`src/rtl/scl_gen_pkg.sv`:
```
// Shared constants and types for the SCL timing generator.
// Assumes: lengths are counted in internal ticks, not input clocks.
package scl_gen_pkg;

    typedef enum logic [1:0] {
        PH_IDLE  = 2'd0,
        PH_SETUP = 2'd1,
        PH_LOW   = 2'd2,
        PH_HIGH  = 2'd3
    } scl_phase_e;

    localparam int TICK_LIMIT_HZ = 20_000_000;
    localparam int BASE_TICKS    = 20;
    localparam int HALF_BASE     = BASE_TICKS / 2;
    localparam int STEP_SHIFT    = 2;      // 8 ticks per SCGD step, half in low phase
    localparam int SETUP_TICKS   = 17;
    localparam logic [3:0] SETUP_KEY = 4'hF;

endpackage

```
`src/rtl/scl_cfg_shadow.sv`:
```
// Configuration shadow: unpacks the divider word, judges its CDF field
// against the minimum legal value and holds the adopted copy.
// Assumes: load is a single-cycle request from the phase controller.
module scl_cfg_shadow #(
    parameter int CDF_W   = 3,
    parameter int SCGD_W  = 6,
    parameter int RND_W   = 6,
    parameter int MIN_CDF = 5,
    localparam int CFG_W  = CDF_W + SCGD_W
) (
    input  logic              clk,
    input  logic              rst_n,
    input  logic              load,
    input  logic [CFG_W-1:0]  cfg_word,
    input  logic [RND_W-1:0]  rnd_cnt,
    output logic              cfg_bad,
    output logic [CDF_W-1:0]  cdf_sh,
    output logic [SCGD_W-1:0] scgd_sh,
    output logic [RND_W-1:0]  rnd_sh
);

    logic [CDF_W-1:0]  in_cdf;
    logic [SCGD_W-1:0] in_scgd;

    assign in_cdf  = cfg_word[CDF_W-1:0];
    assign in_scgd = cfg_word[CFG_W-1:CDF_W];

    // Flag a word whose tick would run at or above the tick limit
    assign cfg_bad = (int'(in_cdf) < MIN_CDF);

    // Adopt a legal word only on request
    always_ff @(posedge clk) begin
        if (!rst_n) begin
            cdf_sh  <= '0;
            scgd_sh <= '0;
            rnd_sh  <= '0;
        end else if (load && !cfg_bad) begin
            cdf_sh  <= in_cdf;
            scgd_sh <= in_scgd;
            rnd_sh  <= rnd_cnt;
        end
    end

endmodule

```
`src/rtl/scl_prescaler.sv`:
```
// First divider stage: counts input clocks and emits one tick every
// (1 + cdf) clocks while run is high.
// Assumes: cdf only changes in the cycle after a tick (period boundary).
module scl_prescaler #(
    parameter int CDF_W = 3
) (
    input  logic             clk,
    input  logic             rst_n,
    input  logic             run,
    input  logic [CDF_W-1:0] cdf,
    output logic             tick
);

    logic [CDF_W-1:0] pre_cnt;

    assign tick = run && (pre_cnt == cdf);

    // Count clocks within one tick interval, restarting when idle
    always_ff @(posedge clk) begin
        if (!rst_n) begin
            pre_cnt <= '0;
        end else if (!run || tick) begin
            pre_cnt <= '0;
        end else begin
            pre_cnt <= pre_cnt + 1'b1;
        end
    end

endmodule

```
`src/rtl/scl_phase_ctrl.sv`:
```
// Second divider stage: sequences setup, low and high phases in ticks,
// raises the load request for the configuration shadow at start and at
// every period boundary, and registers the period and first-bit strobes.
// Assumes: scgd and rnd come from the shadow and are stable within a period.
module scl_phase_ctrl
    import scl_gen_pkg::*;
#(
    parameter int SCGD_W = 6,
    parameter int RND_W  = 6,
    parameter int LEN_W  = 9
) (
    input  logic              clk,
    input  logic              rst_n,
    input  logic              enable,
    input  logic              cfg_bad,
    input  logic [3:0]        setup_code,
    input  logic              tick,
    input  logic [SCGD_W-1:0] scgd,
    input  logic [RND_W-1:0]  rnd,
    output logic              run,
    output logic              load,
    output scl_phase_e        phase,
    output logic [LEN_W-1:0]  low_len,
    output logic [LEN_W-1:0]  high_len,
    output logic              period_stb,
    output logic              first_stb
);

    logic [LEN_W-1:0] tick_cnt;
    logic [LEN_W-1:0] cur_len;
    logic             start;
    logic             setup_on;
    logic             phase_end;

    assign low_len  = LEN_W'(HALF_BASE) + (LEN_W'(scgd) << STEP_SHIFT);
    assign high_len = low_len + LEN_W'(rnd);
    assign setup_on = (setup_code == SETUP_KEY);
    assign start    = enable && !run && !cfg_bad;

    // Select the length of the phase now being counted
    always_comb begin
        case (phase)
            PH_SETUP: cur_len = LEN_W'(SETUP_TICKS);
            PH_LOW:   cur_len = low_len;
            default:  cur_len = high_len;
        endcase
    end

    assign phase_end = run && enable && tick && (tick_cnt == cur_len - 1'b1);
    assign load      = start || (phase_end && (phase == PH_HIGH));

    // Advance the phase sequence one tick at a time
    always_ff @(posedge clk) begin
        if (!rst_n || !enable) begin
            run        <= 1'b0;
            phase      <= PH_IDLE;
            tick_cnt   <= '0;
            period_stb <= 1'b0;
            first_stb  <= 1'b0;
        end else if (start) begin
            run        <= 1'b1;
            tick_cnt   <= '0;
            phase      <= setup_on ? PH_SETUP : PH_LOW;
            period_stb <= !setup_on;
            first_stb  <= !setup_on;
        end else begin
            period_stb <= 1'b0;
            first_stb  <= 1'b0;
            if (run && tick) begin
                if (phase_end) begin
                    tick_cnt <= '0;
                    case (phase)
                        PH_SETUP: begin
                            phase      <= PH_LOW;
                            period_stb <= 1'b1;
                            first_stb  <= 1'b1;
                        end
                        PH_LOW:   phase <= PH_HIGH;
                        default: begin
                            phase      <= PH_LOW;
                            period_stb <= 1'b1;
                        end
                    endcase
                end else begin
                    tick_cnt <= tick_cnt + 1'b1;
                end
            end
        end
    end

endmodule

```
`src/rtl/scl_clk_gen.sv`:
```
// Top of the SCL timing generator: prescaler, configuration shadow and
// phase controller. Outputs timing only; pad drive and target clock
// stretching are handled elsewhere.
// Assumes: CDF_W is 2 or 3; CLK_HZ is the frequency of clk.
module scl_clk_gen
    import scl_gen_pkg::*;
#(
    parameter int CLK_HZ  = 100_000_000,
    parameter int CDF_W   = 3,
    parameter int SCGD_W  = 6,
    parameter int RND_W   = 6,
    localparam int CFG_W    = CDF_W + SCGD_W,
    localparam int MIN_CDF  = CLK_HZ / TICK_LIMIT_HZ,
    localparam int MAX_HIGH = HALF_BASE + (((1 << SCGD_W) - 1) << STEP_SHIFT)
                              + ((1 << RND_W) - 1),
    localparam int LEN_W    = $clog2(MAX_HIGH + 1)
) (
    input  logic              clk,
    input  logic              rst_n,
    input  logic              enable,
    input  logic [CFG_W-1:0]  cfg_word,
    input  logic [RND_W-1:0]  rnd_cnt,
    input  logic [3:0]        setup_code,
    output logic              tick_stb,
    output logic              scl_out,
    output logic              period_stb,
    output logic              first_bit_stb,
    output logic              cfg_bad,
    output logic [LEN_W-1:0]  low_ticks,
    output logic [LEN_W-1:0]  high_ticks
);

    logic              run_q;
    logic              load;
    logic [CDF_W-1:0]  cdf_sh;
    logic [SCGD_W-1:0] scgd_sh;
    logic [RND_W-1:0]  rnd_sh;
    scl_phase_e        phase;

    scl_cfg_shadow #(
        .CDF_W   (CDF_W),
        .SCGD_W  (SCGD_W),
        .RND_W   (RND_W),
        .MIN_CDF (MIN_CDF)
    ) i_shadow (
        .clk      (clk),
        .rst_n    (rst_n),
        .load     (load),
        .cfg_word (cfg_word),
        .rnd_cnt  (rnd_cnt),
        .cfg_bad  (cfg_bad),
        .cdf_sh   (cdf_sh),
        .scgd_sh  (scgd_sh),
        .rnd_sh   (rnd_sh)
    );

    scl_prescaler #(
        .CDF_W (CDF_W)
    ) i_presc (
        .clk   (clk),
        .rst_n (rst_n),
        .run   (run_q),
        .cdf   (cdf_sh),
        .tick  (tick_stb)
    );

    scl_phase_ctrl #(
        .SCGD_W (SCGD_W),
        .RND_W  (RND_W),
        .LEN_W  (LEN_W)
    ) i_phase (
        .clk        (clk),
        .rst_n      (rst_n),
        .enable     (enable),
        .cfg_bad    (cfg_bad),
        .setup_code (setup_code),
        .tick       (tick_stb),
        .scgd       (scgd_sh),
        .rnd        (rnd_sh),
        .run        (run_q),
        .load       (load),
        .phase      (phase),
        .low_len    (low_ticks),
        .high_len   (high_ticks),
        .period_stb (period_stb),
        .first_stb  (first_bit_stb)
    );

    assign scl_out = (phase != PH_LOW);

endmodule

```
`config.mk`:
```
export PLATFORM = sky130hd
export DESIGN_NAME = scl_clk_gen
export DESIGN_NICKNAME = d
export VERILOG_FILES = /design/src/rtl/scl_gen_pkg.sv /design/src/rtl/scl_cfg_shadow.sv /design/src/rtl/scl_prescaler.sv /design/src/rtl/scl_phase_ctrl.sv /design/src/rtl/scl_clk_gen.sv
export SDC_FILE = /design/constraint.sdc
export NUM_CORES = 1
export LEC_CHECK = 0
export ABC_AREA = 0
export BUFFER_PORTS_ARGS = -buffer_cell sky130_fd_sc_hd__buf_4
export CORE_MARGIN = 5
export CORE_UTILIZATION = 60
export CTS_BUF_LIST = sky130_fd_sc_hd__clkbuf_4 sky130_fd_sc_hd__clkbuf_8 sky130_fd_sc_hd__clkbuf_16
export DETAILED_ROUTE_END_ITERATION = 7
export GPL_ROUTABILITY_DRIVEN = 0
export PLACE_DENSITY = 0.94
export SYNTH_ARGS = -nofsm -noshare
export SYNTH_HDL_FRONTEND = slang
export SYNTH_HIERARCHICAL = 1
export SYNTH_SLANG_ARGS = --single-unit
```
`constraint.sdc`:
```
create_clock -name clk -period 10 [get_ports clk]
set_input_delay 0.5 -clock clk [delete_from_list [all_inputs] [get_ports clk]]
set_output_delay 0.5 -clock clk [all_outputs]
set_load 0.1 [all_outputs]
```
======== Yosys cells after proc, flatten, opt, wreduce, memory -nomap -nowiden ========
Cells that the tools add are included.
storage, ports and cells
  output and inout bits ................... 23
  input port bits ......................... 22
  register bits after elaboration ......... 32
operators by class
  reductions and logical operators ........ 22
  $lt $le $gt $ge ......................... 1
  equal/unequal tests ..................... 7
  mux-type cells .......................... 15
  bitwise operators ....................... 1
  add/subtract/negate cells ............... 5
operators by type and width
  cell                                               count
  case mux 9 bit (2 select lines)                    1
  adder 4 x 8 -> 9 bit, first input constant         1
  adder 9 x 1 -> 9 bit, second input constant        1
  adder 9 x 6 -> 9 bit                               1
  == test 9 bit                                      1
  logical AND 1 bit                                  9
  2-to-1 mux 1 bit                                   9
  2-to-1 mux 9 bit                                   1
  subtractor 9 x 1 -> 9 bit, second input constant   1
  2-to-1 mux 2 bit                                   4
  logical NOT 1 bit                                  5
  == test 2 bit, second input constant               2
  == test 4 bit, second input constant               1
  nonzero test 2 bit                                 2
  OR reduction 2 bit                                 2
  adder 3 x 1 -> 3 bit, second input constant        1
  == test 3 bit                                      1
  logical OR 1 bit                                   3
  less-than comparator 3 bit, second input constant  1
  == test 2 x 1 -> 1 bit, second input constant      1
  inequality test 2 bit, second input constant       1
  AND reduction 2 bit                                1
  NOT 1 bit                                          1

======== Depth between registers and ports, before layout ========
Gate-level depths: netlist of the first run.
  depth in word-level cells ............... 9
  gate-level depth with buffers ........... 17

======== Hierarchy ========
Netlist of the first run, hierarchy kept.
modules (own cells, without submodules)
  module          cells each  area each (µm²)  seq. area each (µm²)  times used
  scl_phase_ctrl  211         1,764.2          280.3                 1
  scl_cfg_shadow  65          603.1            300.3                 1
  scl_prescaler   14          150.1            60.1                  1
  scl_clk_gen     1           6.3              0.0                   1

======== Least setup slack after synthesis of the first run ========
No wires, ideal clock.
  path type ............................... register to register
  from .................................... reg i_shadow.scgd_sh[1]
  to ...................................... reg i_shadow.rnd_sh[0]
  required time ........................... 9,928 ps
  cell stages (with the launch flop) ...... 17
  buffers on the path ..................... 3
  arrival ................................. 5,478 ps
  path slack .............................. 4,450 ps
  cell sequence ........................... dfxtp_1 ha_1 xor2_1 ha_1 nand3_1 o211a_1 or3b_1 and3_4 xnor3_1 or4_4 a31oi_4 buf_6 a21o_1 o211a_1 buf_6 buf_8 mux2i_1
between the ends
  word-level cells in the longest chain between the ends .. 9
RTL lines
  item                                 RTL line              source
  start, declared                      scl_cfg_shadow.sv:18  output logic [SCGD_W-1:0] scgd_sh,
  start signal, assigned               scl_cfg_shadow.sv:39  scgd_sh <= in_scgd;
  adder 4 x 8 -> 9 bit (*)             scl_phase_ctrl.sv:35  assign low_len = LEN_W'(HALF_BASE) + (LEN_W'(scgd) << STEP_SHIFT);
  named net low_ticks[5]               scl_clk_gen.sv:29     output logic [LEN_W-1:0] low_ticks,
  adder 9 x 6 -> 9 bit                 scl_phase_ctrl.sv:36  assign high_len = low_len + LEN_W'(rnd);
  case mux 9 bit (2 select lines) (*)  scl_phase_ctrl.sv:42  case (phase)
  subtractor 9 x 1 -> 9 bit (*)        scl_phase_ctrl.sv:49  assign phase_end = run && enable && tick && (tick_cnt == cur_len - 1'b1);
  == test 9 bit (*)                    scl_phase_ctrl.sv:49
  logical AND 1 bit (*)                scl_phase_ctrl.sv:49
  logical AND 1 bit (*)                scl_phase_ctrl.sv:50  assign load = start || (phase_end && (phase == PH_HIGH));
  logical OR 1 bit (*)                 scl_phase_ctrl.sv:50
  named net load                       scl_clk_gen.sv:34     logic load;
  logical AND 1 bit (*)                scl_cfg_shadow.sv:37  end else if (load && !cfg_bad) begin
  end signal, assigned                 scl_cfg_shadow.sv:40  rnd_sh <= rnd_cnt;
  end, declared                        scl_cfg_shadow.sv:19  output logic [RND_W-1:0] rnd_sh
Mark *: on every way through the listed nets, which the timed path passes. The rest lies on a longest branch.
A chain may end at the register's enable or synchronous reset.

======== Final worst setup path of the first run ========
  from .................................... reg i_shadow.scgd_sh[1]
  to ...................................... reg i_shadow.scgd_sh[2]
between the ends
  word-level cells in the longest chain between the ends .. 9
RTL lines
  item                                 RTL line
  adder 4 x 8 -> 9 bit (*)             scl_phase_ctrl.sv:35
  adder 9 x 6 -> 9 bit                 scl_phase_ctrl.sv:36
  case mux 9 bit (2 select lines) (*)  scl_phase_ctrl.sv:42
  subtractor 9 x 1 -> 9 bit (*)        scl_phase_ctrl.sv:49
  == test 9 bit (*)                    scl_phase_ctrl.sv:49
  logical AND 1 bit (*)                scl_phase_ctrl.sv:49
  logical AND 1 bit (*)                scl_phase_ctrl.sv:50
  logical OR 1 bit (*)                 scl_phase_ctrl.sv:50
  named net load                       scl_clk_gen.sv:34
  logical AND 1 bit (*)                scl_cfg_shadow.sv:37
Marked as above.

==> results of run 1 <==
## metal layers
metal,share of wire [%],vias up,track usage (%)
met3,6.8,26,6.542
met1,40,1121,28.81
met5,0,-,0
met2,51,94,40.23
met4,2.7,0,11.46
li1,-,1114,-
## path summary, 6_finish.rpt
path / depth (start not counted) / to
setup / recovery: 13 / i_shadow/scgd_sh[2]$_SDFFE_PN0P_
setup reg to reg: 13 / i_shadow/scgd_sh[2]$_SDFFE_PN0P_
hold / removal: 3 / i_shadow/rnd_sh[0]$_SDFFE_PN0P_
hold reg to reg: 2 / i_shadow/rnd_sh[3]$_SDFFE_PN0P_
## power by group through the flow
stage                     registers, mW  logic, mW  clock network [mW]
final                             0.133     0.0739               0.108
after detailed placement          0.136     0.0724                   0
after floorplan                   0.136     0.0563                   0
after global placement            0.135     0.0708                   0
after global routing              0.133     0.0781               0.117
after CTS                         0.133     0.0731               0.110
## per-stage QoR
stage          util (%)  power [mW]
3_3_place_gp      69.19      0.2060
3_5_place_dp      69.19      0.2079
2_1_floorplan         -      0.1923
4_1_cts           71.61      0.3155
5_1_grt           71.61      0.3285
6_report          71.61      0.3147
## cells in the final DEF (no fill, tap or decap), types with 3 or more instances in the layout
cell | Yosys | routed
a211oi_1 | 3 | 3
a21o_1 | 6 | 6
a21oi_1 | 12 | 12
a311oi_1 | 4 | 4
and2_1 | 5 | 5
and3_1 | 3 | 3
buf_4 | 5 | 43
clkbuf_8 | 0 | 6
dfxtp_1 | 32 | 32
ha_1 | 12 | 12
inv_1 | 10 | 10
mux2i_1 | 15 | 15
nand2_1 | 41 | 41
nand3_1 | 14 | 14
nand4_1 | 5 | 5
nor2_1 | 5 | 5
nor3_1 | 5 | 5
nor4_1 | 9 | 9
o21ai_0 | 5 | 5
o21ai_1 | 3 | 3
xnor2_1 | 15 | 15
xor2_1 | 11 | 11
## kinds of logic after synthesis
family / after synthesis
multiplexers: 15
buffers and inverters: 28
flip-flops: 32
AND/OR/NAND/NOR: 116
AO/OA/AOI/OAI: 56
XOR/XNOR: 29
other: 2
adder cells (fa/ha/maj): 13
## area by class of cell
type	count	area, um^2	area share [%]
clock buffers	7	90.09	3.122
clock inverters	1	7.507	0.2602
inverters	11	41.29	1.431
multi-input cells	231	1720	59.63
flip-flops and latches	32	640.6	22.20
well taps	50	62.56	2.168
repair buffers	43	322.8	11.19
## worst max-delay path: stages (launching register included)
cell     delay [ns]
dfxtp_1        0.54
ha_1           0.33
xor2_1         0.31
ha_1           0.27
nand3_1        0.15
o211a_1        0.28
or3b_1         0.41
and3_4         0.21
xnor3_1        0.32
or4_4          0.55
a31oi_4        0.37
a21o_1         0.23
o211a_1        0.60
mux2i_1        0.28
## flip-flops by register name (all words and copies together) (netlist names)
name / cells
i_phase/tick_cnt: 9
i_shadow/rnd_sh: 6
i_shadow/scgd_sh: 6
i_presc/pre_cnt: 3
i_shadow/cdf_sh: 3
i_phase/phase: 2
i_phase/first_stb: 1
i_phase/period_stb: 1
i_phase/run: 1
==> results.sh, run 1 <==
export IMPL_synth_area_leaders="dfxtp_1 25%, nand2_1 6.1%, ha_1 5.9%, mux2i_1 5.9%, xnor2_1 5.2%"
export IMPL_dieArea_um2=5603
export IMPL_numPlacedInstances=367
export IMPL_cts_htree_levels=2
export IMPL_setup_viol=0
export IMPL_syn_nets=326
export IMPL_syn_area_um2=2524
export IMPL_yosysSeqAreaShare_pct=25.38
export IMPL_drt_iter0_markers=234
export IMPL_p_sw_share_pct=32.75
export IMPL_hold_path_class="primary input to flip-flop"
export IMPL_power_share_combinational_pct=23.5
export IMPL_grt_start_max_net_pins=33
export IMPL_io_pins=45
export IMPL_ys_ff_latch=32
export IMPL_wire_per_inst_um=16.77
export IMPL_io_buffer_count=42
export IMPL_coreArea_um2=4029
export IMPL_drive_above_1_share_pct=23.38
export IMPL_synth_compound_area_share_pct=16.76
export IMPL_maxSlewViolCount=0
export IMPL_cts_root_buffer="clkbuf_8"
export IMPL_ys_types=70
export IMPL_grt_setup_unrepaired="false"
export IMPL_drt_first_pass_iters=4
export IMPL_placed_area_um2=2788
export IMPL_synthSimpleGateAreaFrac_pct=26.77
export IMPL_startpoint_type="flip-flop"
export IMPL_period_share_pct=49.67
export IMPL_final_area_um2=2885
export IMPL_finalHoldViolations=0
export IMPL_cap_violations=0
export IMPL_insertedDiodeCount=0
export IMPL_fill_cells=306
export IMPL_nets=359
export IMPL_setup_tns_ns=0
export IMPL_power_density_nw_per_um2=109.1
export IMPL_cts_sink_count=32
export IMPL_synth_xor_area_share_pct=11.65
export IMPL_post_cts_buffers=0
export IMPL_drc=0
export IMPL_grt_pass1_wl_um=10550
export IMPL_p_switching_uw=103.1
export IMPL_min_from="rnd_cnt[0]"
export IMPL_power_frac_seq_pct=42.2
export IMPL_synth_top_family_by_area="simple AND/OR/NAND/NOR gates"
export IMPL_viasPerCell=6.280
export IMPL_r2r_start="i_shadow/scgd_sh[1]$_SDFFE_PN0P_"
export IMPL_async_flop_share_pct=0
export IMPL_relSlewSlack_pct=55.21
export IMPL_antenna_found_initial=0
export IMPL_wl_um=6289
export IMPL_yosys_warnings=6
export IMPL_crit_type="flip-flop to flip-flop"
export IMPL_holdBufCountCts=0
export IMPL_dieWidth_um=74.86
export IMPL_intPower_uw=211.6
export IMPL_outcome="finished clean"
export IMPL_min_period_ns=4.967
export IMPL_yosys_cell_count_top_type="nand2_1"
export IMPL_synth_edf_count=0
export IMPL_dr_total_vias=2355
export IMPL_yosys_top_cells_count="41 x nand2_1, 32 x dfxtp_1, 15 x mux2i_1, 15 x xnor2_1, 14 x nand3_1"
export IMPL_end_kind="flip-flop"
export IMPL_cts_resized=0
export IMPL_ant_nets=0
export IMPL_clk_insertion_delay_late_ns=0.29
export IMPL_vdd_drop_max_mv=0.1157
export IMPL_cts_made_buffers=5
export IMPL_place_ws_ns=5.199
export IMPL_synthMuxAreaShare_pct=5.949
export IMPL_fmax_mhz=201.3
export IMPL_path_clk_slew_ns=0.07
export IMPL_synth_cells=291
export IMPL_p_clk_share_pct=34.3
export IMPL_cts_buffer_depth=2
export IMPL_instances_no_fill=375
export IMPL_grt_overflow_total=0
export IMPL_cp_startpoint="i_shadow/scgd_sh[1]$_SDFFE_PN0P_"
export IMPL_required_ns=10.20
export IMPL_initial_core_util_pct=62.64
export IMPL_synth_top_flop_cell="dfxtp_1"
export IMPL_num_rows=23
export IMPL_die_y_um=74.86
export IMPL_avgSynthCellArea_um2=8.672
export IMPL_hpwl_um=4667
export IMPL_leakagePower_nw=1.233
export IMPL_rrSetupSlack_ns=5.03
export IMPL_setup_ws_ns=5.033
export IMPL_synth_fa_ha_area_share_pct=6.743
export IMPL_holdWs_ns=0.4655
export IMPL_gr_usage_all_layers_pct=24.18
export IMPL_tightestPinTransition_ns=0.6718
export IMPL_area_growth_pct=14.33
export IMPL_crit_fanout=15
export IMPL_fin_worst_skew_ns=0.008844
export IMPL_cts_tree="built"
export IMPL_first_global_vias=2276
export IMPL_yosysTopAreaCellShare_pct=25.38
export IMPL_critPathArrivalTime_ns=5.17
export IMPL_synth_top_area_cell="dfxtp_1"
Note: power is estimated with default switching activity, not from simulation.
==> run 2, diff against run 1 <==
--- a/config.mk
+++ b/config.mk
@@ -8,11 +8,11 @@
 export ABC_AREA = 0
 export BUFFER_PORTS_ARGS = -buffer_cell sky130_fd_sc_hd__buf_4
 export CORE_MARGIN = 5
-export CORE_UTILIZATION = 60
+export CORE_UTILIZATION = 51
 export CTS_BUF_LIST = sky130_fd_sc_hd__clkbuf_4 sky130_fd_sc_hd__clkbuf_8 sky130_fd_sc_hd__clkbuf_16
 export DETAILED_ROUTE_END_ITERATION = 7
 export GPL_ROUTABILITY_DRIVEN = 0
-export PLACE_DENSITY = 0.94
+export PLACE_DENSITY = 0.86
 export SYNTH_ARGS = -nofsm -noshare
 export SYNTH_HDL_FRONTEND = slang
 export SYNTH_HIERARCHICAL = 1
==> constraint.sdc (replaced) <==
create_clock -name clk -period 4.38 [get_ports clk]
set_input_delay 0.219 -clock clk [delete_from_list [all_inputs] [get_ports clk]]
set_output_delay 0.219 -clock clk [all_outputs]
set_load 0.1 [all_outputs]
==> results.sh, run 2 (synthesis gave the netlist of run 1 again) <==
export IMPL_outcome="finished clean"
export IMPL_io_buffer_count=42
export IMPL_drc=0
export IMPL_gr_usage_all_layers_pct=20.11
export IMPL_vdd_drop_max_mv=0.2298
export IMPL_power_density_nw_per_um2=252.8
export IMPL_grt_overflow_total=0
export IMPL_period_share_pct=90.28
export IMPL_dieArea_um2=6455
export IMPL_antenna_found_initial=0
export IMPL_grt_pass1_wl_um=10280
export IMPL_final_area_um2=3035
export IMPL_required_ns=4.59
export IMPL_cts_resized=0
export IMPL_place_ws_ns=0.4809
export IMPL_drt_iter0_markers=141
export IMPL_setup_viol=0
export IMPL_post_cts_buffers=0
export IMPL_largest_reg_flops=9
export IMPL_layout_commonest_cell="buf_4"
export IMPL_drt_first_pass_iters=5
export IMPL_cts_htree_levels=2
export IMPL_placed_area_um2=2914
export IMPL_ant_nets=0
export IMPL_wire_per_inst_um=15.30
export IMPL_viasPerCell=5.765
export IMPL_nets=363
export IMPL_coreArea_um2=4755
export IMPL_first_global_vias=2215
export IMPL_die_y_um=80.35
export IMPL_leakagePower_nw=1.276
export IMPL_wl_um=6058
export IMPL_cts_sink_count=32
export IMPL_hpwl_um=4577
export IMPL_fin_worst_skew_ns=0.005229
export IMPL_critPathArrivalTime_ns=4.17
export IMPL_crit_fanout=15
export IMPL_area_growth_pct=20.28
export IMPL_holdBufCountCts=0
export IMPL_dieWidth_um=80.35
export IMPL_hold_path_class="primary input to flip-flop"
export IMPL_initial_core_util_pct=53.08
export IMPL_min_period_ns=3.954
export IMPL_cts_buffer_depth=2
export IMPL_largestRegisters="i_phase/tick_cnt x9, i_shadow/rnd_sh x6, i_shadow/scgd_sh x6"
export IMPL_grt_start_max_net_pins=33
export IMPL_maxSlewViolCount=0
export IMPL_fmax_mhz=252.9
export IMPL_drive_above_1_share_pct=26.75
export IMPL_grt_setup_unrepaired="false"
export IMPL_startpoint_type="flip-flop"
export IMPL_setup_ws_ns=0.4259
export IMPL_crit_type="flip-flop to flip-flop"
export IMPL_setup_tns_ns=0
export IMPL_cts_tree="built"
export IMPL_finalHoldViolations=0
export IMPL_layout_common_cells="47 x buf_4, 41 x nand2_1, 30 x dfxtp_1, 15 x mux2i_1"
export IMPL_io_pins=45
export IMPL_cts_root_buffer="clkbuf_8"
export IMPL_path_clk_slew_ns=0.07
export IMPL_clk_insertion_delay_late_ns=0.28
export IMPL_insertedDiodeCount=0
export IMPL_dr_total_vias=2283
export IMPL_cap_violations=0
export IMPL_num_rows=25
export IMPL_cts_made_buffers=5
export IMPL_end_kind="flip-flop"
export IMPL_regMostFlops="i_phase/tick_cnt"
==> run 2: changes by cell type in the layout (fill, tap and decap cells not counted), sizes merged <==
cell,before,now
buf,43,47
clkbuf,7,8
inv,11,10
==> run 2: worst max-delay path: stages, from the launching register on <==
cell	delay, ns
dfxtp_4	0.40
ha_4	0.20
xor2_4	0.17
ha_4	0.31
nand3_1	0.10
o211a_1	0.26
or3b_1	0.40
and3_4	0.21
xnor3_1	0.33
or4_4	0.56
a31oi_4	0.17
a21o_1	0.18
o211a_1	0.15
buf_4	0.24
mux2i_1	0.20
==> run 2: final timing paths <==
kind | startpoint | end | slack [ns] | cells past startpoint
setup reg to reg | i_shadow/scgd_sh[1]$_SDFFE_PN0P_ | i_shadow/scgd_sh[2]$_SDFFE_PN0P_ | 0.43 | 14
setup / recovery | i_shadow/scgd_sh[1]$_SDFFE_PN0P_ | i_shadow/scgd_sh[2]$_SDFFE_PN0P_ | 0.43 | 14
hold / removal | cfg_word[8] | i_shadow/scgd_sh[5]$_SDFFE_PN0P_ | 0.18 | 3
hold reg to reg | i_shadow/cdf_sh[0]$_SDFFE_PN0P_ | i_shadow/cdf_sh[0]$_SDFFE_PN0P_ | 0.48 | 2
==> run 2: where the power goes <==
group,switching [mW],internal [mW],leakage (nW)
clock network,0.114,0.178,0.0627
logic,0.116,0.0569,0.953
registers,0.00749,0.296,0.260
==> run 2: layout make-up <==
type | count | area [um^2]
inverter | 11 | 47.55
multi-input combinational | 231 | 1784
tap | 67 | 83.83
timing repair buffer | 47 | 352.8
sequential | 32 | 645.6
fill | 407 | 1719
clock buffer | 8 | 121.4
==> run 2: routing by layer <==
metal  GRT usage (%)  share of wire (%)  vias up
li1                -                  -     1129
met1           25.00                 43     1080
met2           34.77                 51       66
met3           3.475                4.6        8
met4           6.926                1.5        0
met5               0                  0        -
==> run 2: metrics by stage <==
stage               instances  util (%)  hold slack, ns  total power, mW
floorplan                 291         -          0.3505           0.4421
global placement          388     61.29          0.4578           0.4768
detailed placement        388     61.29          0.4608           0.4792
CTS                       396     63.84          0.1776           0.7709
global route              396     63.84          0.1820           0.7957
finish                    396     63.84          0.1829           0.7674
